## config.mk

```make
export PLATFORM = sky130hd
export DESIGN_NAME = merge_wbuf
export DESIGN_NICKNAME = d
export VERILOG_FILES = /design/src/rtl/mwb_pkg.sv /design/src/rtl/mwb_ring.sv /design/src/rtl/mwb_lookup.sv /design/src/rtl/mwb_lines.sv /design/src/rtl/merge_wbuf.sv
export SDC_FILE = /design/constraint.sdc
export NUM_CORES = 2
export LEC_CHECK = 0
export BUFFER_PORTS_ARGS = -buffer_cell sky130_fd_sc_hd__buf_4
export CORE_MARGIN = 2
export CORE_UTILIZATION = 61
export DETAILED_ROUTE_END_ITERATION = 7
export PLACE_DENSITY = 0.8
export SYNTH_ARGS = -nofsm -noshare
export SYNTH_HDL_FRONTEND = slang
export SYNTH_SLANG_ARGS = --single-unit
```

## constraint.sdc

```tcl
create_clock -name clk -period 8.47 [get_ports clk]
set_input_delay 2.1175 -clock clk [delete_from_list [all_inputs] [get_ports clk]]
set_output_delay 2.1175 -clock clk [all_outputs]
set_load 0.01 [all_outputs]
```

## src/rtl/mwb_pkg.sv

```systemverilog
package mwb_pkg;

    parameter int WORD_W  = 32;
    parameter int WORDS   = 4;
    parameter int ENTRIES = 4;
    parameter int BLK_W   = 14;

    localparam int WIDX_W = (WORDS > 1) ? $clog2(WORDS) : 1;
    localparam int PTR_W  = (ENTRIES > 1) ? $clog2(ENTRIES) : 1;
    localparam int CNT_W  = $clog2(ENTRIES + 1);
    localparam int ADDR_W = BLK_W + WIDX_W;
    localparam int LINE_W = WORD_W * WORDS;

    typedef logic [WORD_W-1:0] word_t;
    typedef logic [BLK_W-1:0]  blk_t;
    typedef logic [WORDS-1:0]  mask_t;
    typedef logic [WIDX_W-1:0] widx_t;
    typedef logic [PTR_W-1:0]  ptr_t;
    typedef logic [CNT_W-1:0]  cnt_t;

    typedef struct packed {
        logic                         live;
        blk_t                         blk;
        mask_t                        mask;
        logic [WORDS-1:0][WORD_W-1:0] lanes;
    } line_t;

    function automatic mask_t lane_bit(input widx_t i);
        return mask_t'(1) << i;
    endfunction

    function automatic ptr_t ptr_next(input ptr_t p);
        return (int'(p) == ENTRIES - 1) ? ptr_t'(0) : ptr_t'(p + ptr_t'(1));
    endfunction

    function automatic ptr_t ptr_age(input ptr_t head, input int k);
        return ptr_t'((int'(head) + k) % ENTRIES);
    endfunction

endpackage

```

## src/rtl/mwb_ring.sv

```systemverilog
module mwb_ring
    import mwb_pkg::*;
(
    input  logic clk,
    input  logic rst,
    input  logic push,
    input  logic pop,
    output ptr_t head,
    output ptr_t tail,
    output cnt_t count,
    output logic full,
    output logic empty
);

    always_ff @(posedge clk) begin
        if (rst) begin
            head  <= '0;
            tail  <= '0;
            count <= '0;
        end else begin
            if (push) tail <= ptr_next(tail);
            if (pop)  head <= ptr_next(head);
            count <= count + cnt_t'(push) - cnt_t'(pop);
        end
    end

    assign full  = (int'(count) == ENTRIES);
    assign empty = (count == '0);


    no_overflow_chk: assert property (@(posedge clk) disable iff (rst)
        push |-> !full);


    no_underflow_chk: assert property (@(posedge clk) disable iff (rst)
        pop |-> !empty);


    count_track_chk: assert property (@(posedge clk) disable iff (rst)
        (push && pop) |=> $stable(count));

endmodule

```

## src/rtl/mwb_lookup.sv

```systemverilog
module mwb_lookup
    import mwb_pkg::*;
(
    input  line_t               lines [ENTRIES],
    input  ptr_t                head,
    input  cnt_t                count,
    input  blk_t                st_blk,
    input  logic                rd_valid,
    input  blk_t                rd_blk,
    input  widx_t               rd_idx,
    output logic [ENTRIES-1:0]  merge_sel,
    output logic                merge_hit,
    output logic                rd_hit,
    output word_t               rd_data
);

    // Merge candidates: live, matching block, and not the slot on the memory port.
    for (genvar g = 0; g < ENTRIES; g++) begin : g_cmp
        logic on_port;
        assign on_port      = (head == ptr_t'(g)) && (count != '0);
        assign merge_sel[g] = lines[g].live && !on_port && (lines[g].blk == st_blk);
    end

    assign merge_hit = |merge_sel;

    // Read check: walk oldest to youngest, the last hit wins.
    always_comb begin
        rd_hit  = 1'b0;
        rd_data = '0;
        for (int k = 0; k < ENTRIES; k++) begin
            ptr_t p;
            p = ptr_age(head, k);
            if (rd_valid && (k < int'(count)) && lines[p].live &&
                (lines[p].blk == rd_blk) && lines[p].mask[rd_idx]) begin
                rd_hit  = 1'b1;
                rd_data = lines[p].lanes[rd_idx];
            end
        end
    end

endmodule

```

## src/rtl/mwb_lines.sv

```systemverilog
module mwb_lines
    import mwb_pkg::*;
(
    input  logic               clk,
    input  logic               rst,
    input  logic               alloc,
    input  logic               merge,
    input  logic [ENTRIES-1:0] merge_sel,
    input  logic               pop,
    input  ptr_t               head,
    input  ptr_t               tail,
    input  blk_t               st_blk,
    input  widx_t              st_idx,
    input  word_t              st_data,
    output line_t              lines [ENTRIES]
);

    for (genvar g = 0; g < ENTRIES; g++) begin : g_slot
        always_ff @(posedge clk) begin
            if (rst) begin
                lines[g] <= '0;
            end else begin
                if (alloc && (tail == ptr_t'(g))) begin
                    lines[g].live  <= 1'b1;
                    lines[g].blk   <= st_blk;
                    lines[g].mask  <= lane_bit(st_idx);
                    lines[g].lanes <= '0;
                    lines[g].lanes[st_idx] <= st_data;
                end else if (merge && merge_sel[g]) begin
                    lines[g].mask <= lines[g].mask | lane_bit(st_idx);
                    lines[g].lanes[st_idx] <= st_data;
                end else if (pop && (head == ptr_t'(g))) begin
                    lines[g].live <= 1'b0;
                    lines[g].mask <= '0;
                end
            end
        end


        merge_keeps_block_chk: assert property (@(posedge clk) disable iff (rst)
            (merge && merge_sel[g]) |=> (lines[g].live && $stable(lines[g].blk)));
    end


    single_target_chk: assert property (@(posedge clk) disable iff (rst)
        $onehot0(merge_sel));


    no_merge_on_head_chk: assert property (@(posedge clk) disable iff (rst)
        (merge && lines[head].live) |-> !merge_sel[head]);

endmodule

```

## src/rtl/merge_wbuf.sv

```systemverilog
module merge_wbuf
    import mwb_pkg::*;
(
    input  logic                    clk,
    input  logic                    rst,
    input  logic                    st_valid,
    input  logic [ADDR_W-1:0]       st_addr,
    input  logic [WORD_W-1:0]       st_data,
    output logic                    st_ready,
    input  logic                    rd_valid,
    input  logic [ADDR_W-1:0]       rd_addr,
    output logic                    rd_hit,
    output logic [WORD_W-1:0]       rd_data,
    output logic                    mem_valid,
    input  logic                    mem_ready,
    output logic [BLK_W-1:0]        mem_blk,
    output logic [LINE_W-1:0]       mem_data,
    output logic [WORDS-1:0]        mem_mask
);

    line_t              lines [ENTRIES];
    ptr_t               head;
    ptr_t               tail;
    cnt_t               count;
    logic               full;
    logic               empty;
    logic [ENTRIES-1:0] merge_sel;
    logic               merge_hit;
    logic               push;
    logic               merge;
    logic               pop;
    blk_t               st_blk;
    widx_t              st_idx;
    blk_t               rd_blk;
    widx_t              rd_idx;

    assign st_blk = st_addr[ADDR_W-1:WIDX_W];
    assign st_idx = st_addr[WIDX_W-1:0];
    assign rd_blk = rd_addr[ADDR_W-1:WIDX_W];
    assign rd_idx = rd_addr[WIDX_W-1:0];

    assign st_ready = merge_hit || !full;
    assign merge    = st_valid && merge_hit;
    assign push     = st_valid && !merge_hit && !full;
    assign mem_valid = !empty;
    assign pop      = mem_valid && mem_ready;

    mwb_ring i_ring (
        .clk   (clk),
        .rst   (rst),
        .push  (push),
        .pop   (pop),
        .head  (head),
        .tail  (tail),
        .count (count),
        .full  (full),
        .empty (empty)
    );

    mwb_lookup i_lookup (
        .lines     (lines),
        .head      (head),
        .count     (count),
        .st_blk    (st_blk),
        .rd_valid  (rd_valid),
        .rd_blk    (rd_blk),
        .rd_idx    (rd_idx),
        .merge_sel (merge_sel),
        .merge_hit (merge_hit),
        .rd_hit    (rd_hit),
        .rd_data   (rd_data)
    );

    mwb_lines i_lines (
        .clk       (clk),
        .rst       (rst),
        .alloc     (push),
        .merge     (merge),
        .merge_sel (merge_sel),
        .pop       (pop),
        .head      (head),
        .tail      (tail),
        .st_blk    (st_blk),
        .st_idx    (st_idx),
        .st_data   (st_data),
        .lines     (lines)
    );

    assign mem_blk  = lines[head].blk;
    assign mem_mask = lines[head].mask;
    assign mem_data = lines[head].lanes;


    hold_offer_chk: assert property (@(posedge clk) disable iff (rst)
        (mem_valid && !mem_ready) |=> (mem_valid && $stable(mem_blk) &&
                                       $stable(mem_mask) && $stable(mem_data)));


    reject_inert_chk: assert property (@(posedge clk) disable iff (rst)
        (st_valid && !st_ready && !pop) |=> $stable(count));


    offer_has_lane_chk: assert property (@(posedge clk) disable iff (rst)
        mem_valid |-> (mem_mask != '0));


    hit_needs_entry_chk: assert property (@(posedge clk) disable iff (rst)
        rd_hit |-> (rd_valid && mem_valid));


    drain_step_chk: assert property (@(posedge clk) disable iff (rst)
        (pop && !push) |=> (count == $past(count) - cnt_t'(1)));

endmodule

```

==> metrics.csv <==
metric;value;unit
outcome;completed;
cts.hold.buffers_added;0;
min_from;i_lines.lines[541];
multi_input_area;25800;um2
tightest_slew;1.37;ns
fin_cells;3744;
syn2layout_area_growth;9.81;%
syn_area;39600;um2
io_buffers;249;
dr.pass1.iters;8;
cts_setup_buffers;0;
num_io_pins;250;
slew_violations;0;
globalRouteOverflowTotal;0;
wire_per_inst;34.1;um
area.sequential;11900;um2
mostFrequentLayoutCells;mux4_2, dfxtp_1, a32o_1, buf_4, nor2_1;
gp_congestion;0.929;
cellPowerDensity;197;nW/um2
drt-total-wl;128000;um
async_flop_share;0;%
grt_max_degree;203;
die-area;66900;um2
root_buffer;clkbuf_16;
die_w;259;um
synth.area.mux_share;42.1;%
hold_class;reg -> reg;
initial_core_util;61.6;%
regToRegSetupSlack;3.09;ns
hold_viol;0;
row_count;93;
worst_path_most_repeated_cell;buf_4;
post-route-period-util;98.4;%
critical_path.max_stage_delay;0.97;ns
start_kind;register;
drtIter0Drc;5535;
worstHoldEndpoint;i_lines.lines[541];
synth_top_family_by_area;multiplexers;
fin_tns_setup;0;ns
postSynthCellCount;2919;
end_kind;primary output;
critPathKind;reg -> out;
antenna_found_initial;9;
numCtsBuffers;66;
fp.dieH;259;um
synth-xor-area-share;2.66;%
grt_pass1_wl;194000;um
yosysSeqAreaShare;30.1;%
layout.nets;2921;
power;0.00854;W
ys.flop_type;dfxtp_1;
place_inst;3626;
cp_max_fo;79;
cts-htree-levels;3;
fillers;4353;
crit_path_top_delay_cell;buf_4;
ff2ff_path_depth;8;
r2r-end;i_lines.lines[194];
cts_tree;done;
first_global_vias;31752;
drive_above_1_share;40.5;%
synth-adder-area-share;0.430;%
rsz0062_at_grt;no;
setup_viol;0;
final_area;43400;um2
finClkSkew;0.0266;ns
synth.yosys.warnings;0;
critPathRequiredTime;6.35;ns
syn_area_per_cell;13.6;um2
hold_depth;1;
rr_startpoint;i_ring.head[1];
synth_compound_area_share;15.6;%
ys_seq_elements;595;
track_usage;37.7;%
clock_latency;0.62;ns
cts_max_path_buffers;3;
cts.sinks;595;
final_common_cell;mux4_2;
path_cells;buf_4 -> buf_4 -> mux4_2 -> mux2i_1 -> mux2i_1 -> nand4_1 -> nor4_4 -> buf_4 -> nand3_1 -> a311oi_1 -> buf_4;
dr_total_vias;31870;
place_area;41300;um2
fin_crit;8.33;ns
drc;0;
ir_drop;0.253;mV
arrival;6.22;ns
core_area;64200;um2
relSlewSlack;8.40;%
antenna_left;0;
synth.distinct_cells;60;
leakage;14.2;nW
final_util;67.6;%
syn-num-nets;3001;
clk_pin_slew_worst_paths;0.07;ns
synth_simple_gate_area_share;3.62;%
cap_violations;0;
clock.fmax;120;MHz
synth_edf_count;0;
dp_hpwl;74200;um
viasPerCell;8.51;
[through the flow]
step                      worst slack [ns]  hold WS (ns)
after floorplan                       2.00         0.468
after CTS                            0.233         0.536
final                                0.136         0.537
after global routing                0.0153         0.550
after detailed placement             0.857         0.520
after global placement               0.886         0.492
[layout make-up]
type,instances,area share (%)
diodes,7,0.0403
clock buffers,95,4.43
clock inverters,16,0.521
inverters,14,0.121
multi-input cells,1849,59.3
flip-flops and latches,595,27.4
well taps,855,2.46
repair buffers,313,5.66
[critical path, delay by kind of cell, from the launching register on]
family,cells,cell delay [ns]
AO/OA/AOI/OAI,1,0.74
buffers and inverters,4,2.73
flip-flops,1,0.56
multiplexers,3,0.74
AND/OR/NAND/NOR,3,0.69
[synthesized netlist by cell type (all sizes together) (2+ instances only)]
master	count	share of area [%]
mux4	691	39
clkbuf	241	2.3
a311oi	36	1.3
nor2	111	1.1
nor2b	8	0.13
mux2	7	0.20
a21oi	17	0.22
a32o	528	13
xor2	19	0.42
a211oi	13	0.25
ha	12	0.38
o32ai	3	0.066
and2	5	0.079
o311ai	2	0.044
nand3	40	0.51
mux2i	99	2.5
or4	2	0.047
and3	4	0.063
or2	5	0.079
xnor2	101	2.2
nor3	38	0.48
buf	220	3.0
o2111ai	2	0.044
dfxtp	595	30
o22ai	3	0.047
inv	13	0.12
a2111oi	2	0.060
nand2	49	0.46
a21boi	2	0.038
a32oi	2	0.044
nand4	25	0.40
a22oi	3	0.057
nor4	5	0.12
a211o	2	0.044
and4	4	0.089
[worst max path at each step]
stage	startpoint	endpoint	slack, ns	cells past startpoint
global route	i_ring.head[0]	rd_data[31]	0.02	11
floorplan	rd_addr[0]	rd_data[0]	2.00	9
global placement	rd_addr[1]	rd_data[18]	0.89	8
detailed placement	rd_addr[1]	rd_data[18]	0.86	8
finish	i_ring.head[0]	rd_data[31]	0.14	11
CTS	i_ring.head[1]	rd_data[18]	0.23	11
[where the power goes]
part	total [W]	leakage (nW)	switching, W	internal, W
clock network	0.00292	1.05	0.00121	0.00170
registers	0.00302	4.80	0.000134	0.00289
logic	0.00260	8.35	0.00152	0.00108
[layer usage]
| layer | part of all wire [%] | vias up | GRT usage, % |
|---|---|---|---|
| li1 | - | 12423 | - |
| met1 | 33 | 16153 | 47.5 |
| met2 | 46 | 2741 | 58.5 |
| met3 | 14 | 549 | 11.4 |
| met4 | 6.3 | 4 | 21.1 |
| met5 | 0.024 | - | 0 |
[flip-flops by register name, indices dropped and copies added (netlist names)]
register	flops
i_lines.lines	588
i_ring.head	2
i_ring.count	3
i_ring.tail	2
[kinds of logic after synthesis]
kind of cell	count (synthesis)
fa+ha+maj	13
buf+inv	475
compound gates	618
xor+xnor	120
mux	797
flops	595
simple gates	301
[timing repair]
action	CTS	global route
resized for setup	0	1
endpoints found under the hold margin	0	0
endpoints found under the setup margin	0	3
Note: power is estimated with default switching activity, not from simulation.
